File: src/rtl/rxf_pkg.sv
package rxf_pkg;
    localparam int CHAR_W_DEF = 8;

    typedef struct packed {
        logic hit_xon;
        logic hit_xoff;
        logic hit_spec;
    } rxf_match_t;

    function automatic rxf_match_t rxf_classify(
        input logic [CHAR_W_DEF-1:0] ch,
        input logic [CHAR_W_DEF-1:0] xon_c,
        input logic [CHAR_W_DEF-1:0] xoff_c,
        input logic [CHAR_W_DEF-1:0] spec_c
    );
        rxf_match_t m;
        m.hit_xoff = (ch == xoff_c);
        m.hit_xon  = (ch == xon_c) && !m.hit_xoff;
        m.hit_spec = (ch == spec_c);
        return m;
    endfunction
endpackage

File: src/rtl/rxf_classify.sv
module rxf_classify
    import rxf_pkg::*;
#(
    parameter int CHAR_W = CHAR_W_DEF
) (
    input  logic [CHAR_W-1:0] ch,
    input  logic [CHAR_W-1:0] xon_c,
    input  logic [CHAR_W-1:0] xoff_c,
    input  logic [CHAR_W-1:0] spec_c,
    output rxf_match_t        match
);
    localparam int PADW = CHAR_W_DEF - CHAR_W;

    generate
        if (PADW > 0) begin : g_pad
            assign match = rxf_classify({{PADW{1'b0}}, ch}, {{PADW{1'b0}}, xon_c},
                                        {{PADW{1'b0}}, xoff_c}, {{PADW{1'b0}}, spec_c});
        end else begin : g_direct
            always_comb begin
                match.hit_xoff = (ch == xoff_c);
                match.hit_xon  = (ch == xon_c) && !(ch == xoff_c);
                match.hit_spec = (ch == spec_c);
            end
        end
    endgenerate

    always_comb begin
        assert (!(match.hit_xon && match.hit_xoff))
            else $error("AST_XON_XOFF_EXCL");
    end
endmodule

File: src/rtl/rxf_dis_latch.sv
module rxf_dis_latch (
    input  logic clk,
    input  logic rst,
    input  logic rx_busy,
    input  logic dis_cfg,
    output logic dis_eff
);
    always_ff @(posedge clk) begin
        if (rst)
            dis_eff <= 1'b0;
        else if (!rx_busy)
            dis_eff <= dis_cfg;
    end

    AST_DIS_HOLD_BUSY: assert property (@(posedge clk) disable iff (rst)
        rx_busy |=> $stable(dis_eff));
    AST_DIS_LOAD_IDLE: assert property (@(posedge clk) disable iff (rst)
        !rx_busy |=> (dis_eff == $past(dis_cfg)));
endmodule

File: src/rtl/rxf_spec_flag.sv
module rxf_spec_flag (
    input  logic clk,
    input  logic rst,
    input  logic set_i,
    input  logic rd_i,
    output logic flag_o
);
    always_ff @(posedge clk) begin
        if (rst)
            flag_o <= 1'b0;
        else if (set_i)
            flag_o <= 1'b1;
        else if (rd_i)
            flag_o <= 1'b0;
    end

    AST_FLAG_SET: assert property (@(posedge clk) disable iff (rst)
        set_i |=> flag_o);
    AST_FLAG_CLEAR: assert property (@(posedge clk) disable iff (rst)
        (rd_i && !set_i) |=> !flag_o);
    AST_FLAG_STICKY: assert property (@(posedge clk) disable iff (rst)
        (!rd_i && flag_o) |=> flag_o);
endmodule

File: src/rtl/rx_char_filter.sv
module rx_char_filter
    import rxf_pkg::*;
#(
    parameter int CHAR_W = CHAR_W_DEF
) (
    input  logic              clk,
    input  logic              rst,
    input  logic              char_valid,
    input  logic [CHAR_W-1:0] char_data,
    input  logic              rx_busy,
    input  logic [CHAR_W-1:0] xon_code,
    input  logic [CHAR_W-1:0] xoff_code,
    input  logic [CHAR_W-1:0] spec_code,
    input  logic              rx_dis_cfg,
    input  logic              status_rd,
    output logic              fifo_wr,
    output logic [CHAR_W-1:0] fifo_wdata,
    output logic              xon_evt,
    output logic              xoff_evt,
    output logic              spec_flag,
    output logic              irq_cause
);
    rxf_match_t match;
    logic       dis_eff;
    logic       spec_accept;

    rxf_classify #(.CHAR_W(CHAR_W)) classify_i (
        .ch     (char_data),
        .xon_c  (xon_code),
        .xoff_c (xoff_code),
        .spec_c (spec_code),
        .match  (match)
    );

    rxf_dis_latch dis_i (
        .clk     (clk),
        .rst     (rst),
        .rx_busy (rx_busy),
        .dis_cfg (rx_dis_cfg),
        .dis_eff (dis_eff)
    );

    assign spec_accept = char_valid && !dis_eff && match.hit_spec;

    rxf_spec_flag flag_i (
        .clk    (clk),
        .rst    (rst),
        .set_i  (spec_accept),
        .rd_i   (status_rd),
        .flag_o (spec_flag)
    );

    always_ff @(posedge clk) begin
        if (rst) begin
            fifo_wr    <= 1'b0;
            fifo_wdata <= '0;
            xon_evt    <= 1'b0;
            xoff_evt   <= 1'b0;
            irq_cause  <= 1'b0;
        end else begin
            fifo_wr    <= char_valid && !dis_eff;
            if (char_valid && !dis_eff)
                fifo_wdata <= char_data;
            xon_evt    <= char_valid && match.hit_xon;
            xoff_evt   <= char_valid && match.hit_xoff;
            irq_cause  <= spec_accept || (char_valid && match.hit_xoff);
        end
    end

    AST_WR_NEEDS_VALID: assert property (@(posedge clk) disable iff (rst)
        !char_valid |=> !fifo_wr);
    AST_NO_WR_DISABLED: assert property (@(posedge clk) disable iff (rst)
        (char_valid && dis_eff) |=> !fifo_wr);
    AST_EVT_ONEHOT: assert property (@(posedge clk) disable iff (rst)
        $onehot0({xon_evt, xoff_evt}));
    AST_XOFF_RAISES_IRQ: assert property (@(posedge clk) disable iff (rst)
        xoff_evt |-> irq_cause);
endmodule

File: config.mk
export PLATFORM = sky130hd
export DESIGN_NAME = rx_char_filter
export DESIGN_NICKNAME = d
export VERILOG_FILES = /design/src/rtl/rxf_pkg.sv /design/src/rtl/rxf_classify.sv /design/src/rtl/rxf_dis_latch.sv /design/src/rtl/rxf_spec_flag.sv /design/src/rtl/rx_char_filter.sv
export SDC_FILE = /design/constraint.sdc
export NUM_CORES = 1
export LEC_CHECK = 0
export ABC_AREA = 1
export ABC_CLOCK_PERIOD_IN_PS = 850
export BUFFER_PORTS_ARGS = -buffer_cell sky130_fd_sc_hd__buf_2
export CORE_UTILIZATION = 39
export CTS_CLUSTER_SIZE = 16
export DETAILED_ROUTE_END_ITERATION = 7
export PLACE_DENSITY = 0.75
export RECOVER_POWER = 100
export SETUP_SLACK_MARGIN = 0.3
export SYNTH_ARGS = -nofsm -noshare
export SYNTH_HDL_FRONTEND = slang
export SYNTH_HIERARCHICAL = 1
export SYNTH_SLANG_ARGS = --single-unit
File: constraint.sdc
create_clock -name clk -period 0.85 [get_ports clk]
set_input_delay 0.0425 -clock clk [delete_from_list [all_inputs] [get_ports clk]]
set_output_delay 0.0425 -clock clk [all_outputs]
set_load 0.01 [all_outputs]
==> results.md <==
- Cell leakage power: between 0.8 and 0.9 nW
- Top routing layer in use: met4
- Critical Path Start Type: flip-flop
- Logic gate share of total power: 0.334
- Mapped Avg Cell Area: 5.97 um2
- Critical path arrival: just over 1 ns
- Detailed-routing wirelength on met1: 883 um
- Switch share: 0.287
- Result of the run: finished, violations left
- Setup WS post-layout: 0.0257 ns
- Mapped cell area: ~910 um2
- Setup Slack @ Placement: -0.138 ns
- Share of the core filled with cells: 0.696
- Relative contribution of the clock network to total power: 0.265
- Hold Worst Slack: -0.000633 ns
- GRT Residual Overflow: 0
- Setup skew after layout: 0.00290 ns
- Number of instances in the synthesized netlist: ~150
- Final routed wire length divided by cell count: 9.50 um
- Fill cells: between 200 and 250
- Number of antenna cells inserted: 0
- Internal: about 1.3 mW
- Initial Utilization: 0.413
- Distinct cells, synth: 13
- Number of CTS-inserted buffers: 3
- Unrepaired setup endpoints after global routing: yes
- Number of H-tree levels: 1
- Met3 wire len: between 90 and 100 um
- Total setup violations reported at the end of the flow: 0
- Period utilisation layout: 0.970
- Final hold violation count: 1
- Clock net sink count: 14
- Latest clock arrival within the worst-skew pair: approximately 0.28 ns
- Detailed Route Iter0 Violations: 8
- Flop and latch count out of synthesis: 14
- Flop pwr share: 0.400
- Number of buffers inserted by post-CTS setup repair: 0
- Clock Tree Root: clkbuf_4
- Total via count after detailed routing: approximately 1100
- Min cycle time layout: approximately 0.8 ns
- Portion of the post-synthesis area used by sequential elements: 0.307
- Number of warning messages in the yosys log: 6
- Biggest fanout along the worst timing path: 8
- Class of the most critical hold timing path: in -> reg
- Final Max Slew Viols: 0
- Count of input and output buffers: 50
- Classification of the worst setup path: reg -> reg
- Die area: 2540 um2
- Global-route wire length before repair: 3530 um
- Fraction of final layout cells with drive strength greater than 1: 0.417
- Max-capacitance violation count: 0
- Detailed Routing Iterations Pass 1: 4
- Maximum number of pins on one net before global-route repair: 11
- Met2 WL post-DR: around 1300 um
- Top Ports: between 50 and 60
- Relative slew slack: 0.814
- Core box area: between 2000 and 2500 um2
- Deepest clock path buffer count: 2
- Via density: 4.36
- Endpoint class of the critical path: flip-flop
- Antenna Violating Nets Remaining: 0
- Number of antenna violations at the first check in global routing: 0
- Peak Freq: between 1 and 1.5 GHz
- Area taken by flip-flops and latches: between 200 and 300 um2
- Data required time at the worst endpoint: ~1.0 ns
- Total power divided by cell area: ~1200 nW/um2
- Final GP Congestion: around 0.8
- Global routing usage summed across all routing layers: 0.183
- Psw: 0.516 mW
- Least-Margin Pin Slew: about 0.28 ns
- Number of nets produced by synthesis: roughly 190
- DIE HEIGHT: between 50 and 60 um
- Synthesis-to-finish area growth: 68.6%
- Horiz. Die Dim: around 50 um
- Remaining DRCs: 0
- Worst VDD drop: ~0.93 mV
- Post-detail-place hpwl: about 1700 um
- Number of global-route vias before repair: 930
- Final wirelength: roughly 2300 um
- Clk slew on worst S/H paths: roughly 0.08 ns
- Violated checks: negative hold slack
- Rows: 17
- # nets final: 255
- CTS tree: done
- Combined area of the multi-input logic cells: just over 600 um2
routing by layer:
layer  global-route usage  vias up
li1                     -      570
met4               0.0556        0
met3               0.0394        5
met2                0.349       34
met5                    0        -
met1                0.198      456
registers in the layout, summed over array words and instances, names as in the netlist:
name,cells
xoff_evt,1
dis_i/dis_eff,1
xon_evt,1
flag_i/flag_o,1
irq_cause,1
fifo_wdata,8
fifo_wr,1
critical path, stage by stage, from the launching register on:
cell and delay [ns]:
dfxtp_2 0.35, inv_2 0.14, nand3_1 0.10, nand2_1 0.08, nor2_1 0.05
layout by cell type, fill, tap and decap left out, types with 2 or more instances in the layout:
cell / Yosys / layout
nand2_1: 41 / 36
nor2_1: 34 / 29
buf_2: 1 / 24
inv_1: 25 / 22
buf_6: 0 / 19
dfxtp_1: 14 / 13
buf_4: 0 / 11
nand3_1: 10 / 10
inv_2: 4 / 8
xnor2_1: 15 / 8
xnor2_2: 0 / 7
nor2_4: 1 / 4
nand2_2: 0 / 4
nor2_2: 2 / 4
clkbuf_1: 0 / 4
clkbuf_4: 0 / 3
clkinv_1: 3 / 2
nand4_1: 2 / 2
buf_8: 0 / 2
per-stage QoR:
stage	cells	cell area, um2	TNS [ns]	hold WS [ns]	total power [mW]
final	244	1540	0	-0.000633	1.80
after global routing	244	1540	-0.147	0.0163	1.91
after CTS	244	1420	0	-0.0149	1.74
after detailed placement	240	1320	-0.693	0.284	1.22
after global placement	240	1320	-0.579	0.276	1.21
after floorplan	153	962	0	0.105	0.984
synth_stat cells:
cell type	instances	area (um2)
nor2_1	34	128
inv_1	25	93.8
nand3_1	10	50.1
clkinv_1	3	11.3
dfxtp_1	14	280
a21oi_2	1	8.76
nor2_4	1	11.3
inv_2	4	15.0
nand2_1	41	154
xnor2_1	15	131
nor2_2	2	12.5
buf_2	1	5.00
nand4_1	2	12.5
worst paths after layout:
path                        end  depth (start not counted)     startpoint  slack (ns)
setup / recovery  fifo_wdata[4]                          4  dis_i/dis_eff        0.03
hold / removal    dis_i/dis_eff                          3     rx_dis_cfg     -0.0006
setup reg to reg  fifo_wdata[4]                          4  dis_i/dis_eff        0.03
hold reg to reg   fifo_wdata[6]                          2  fifo_wdata[6]        0.49
power by group through the flow:
stage | clock network, mW | logic (mW) | registers (mW)
floorplan | 0 | 0.239 | 0.745
global placement | 0 | 0.487 | 0.728
detailed placement | 0 | 0.491 | 0.729
CTS | 0.490 | 0.522 | 0.724
global route | 0.514 | 0.671 | 0.724
finish | 0.478 | 0.601 | 0.720
repair_timing:
action	4_1_cts	5_1_grt
gates cloned	0	0
gates resized for setup	21	43
pin swaps	6	19
hold endpoints to repair	1	0
setup endpoints to repair	27	27
kinds of logic after synthesis:
logic type                share of synthesized area
AOI/OAI and AO/OA                           0.00959
and+or+nand+nor                               0.403
buffers and inverters                         0.137
xor gates and xnor gates                      0.144
DFF                                           0.307
layout make-up:
type                            count  share of cell area
Clock buffer                        4              0.0236
Inverter                           32              0.0780
Multi-Input combinational cell    106               0.393
Sequential cell                    14               0.183
Tap cell                           28              0.0227
Timing Repair Buffer               60               0.300
No activity file was read; power rests on OpenSTA's default activity.
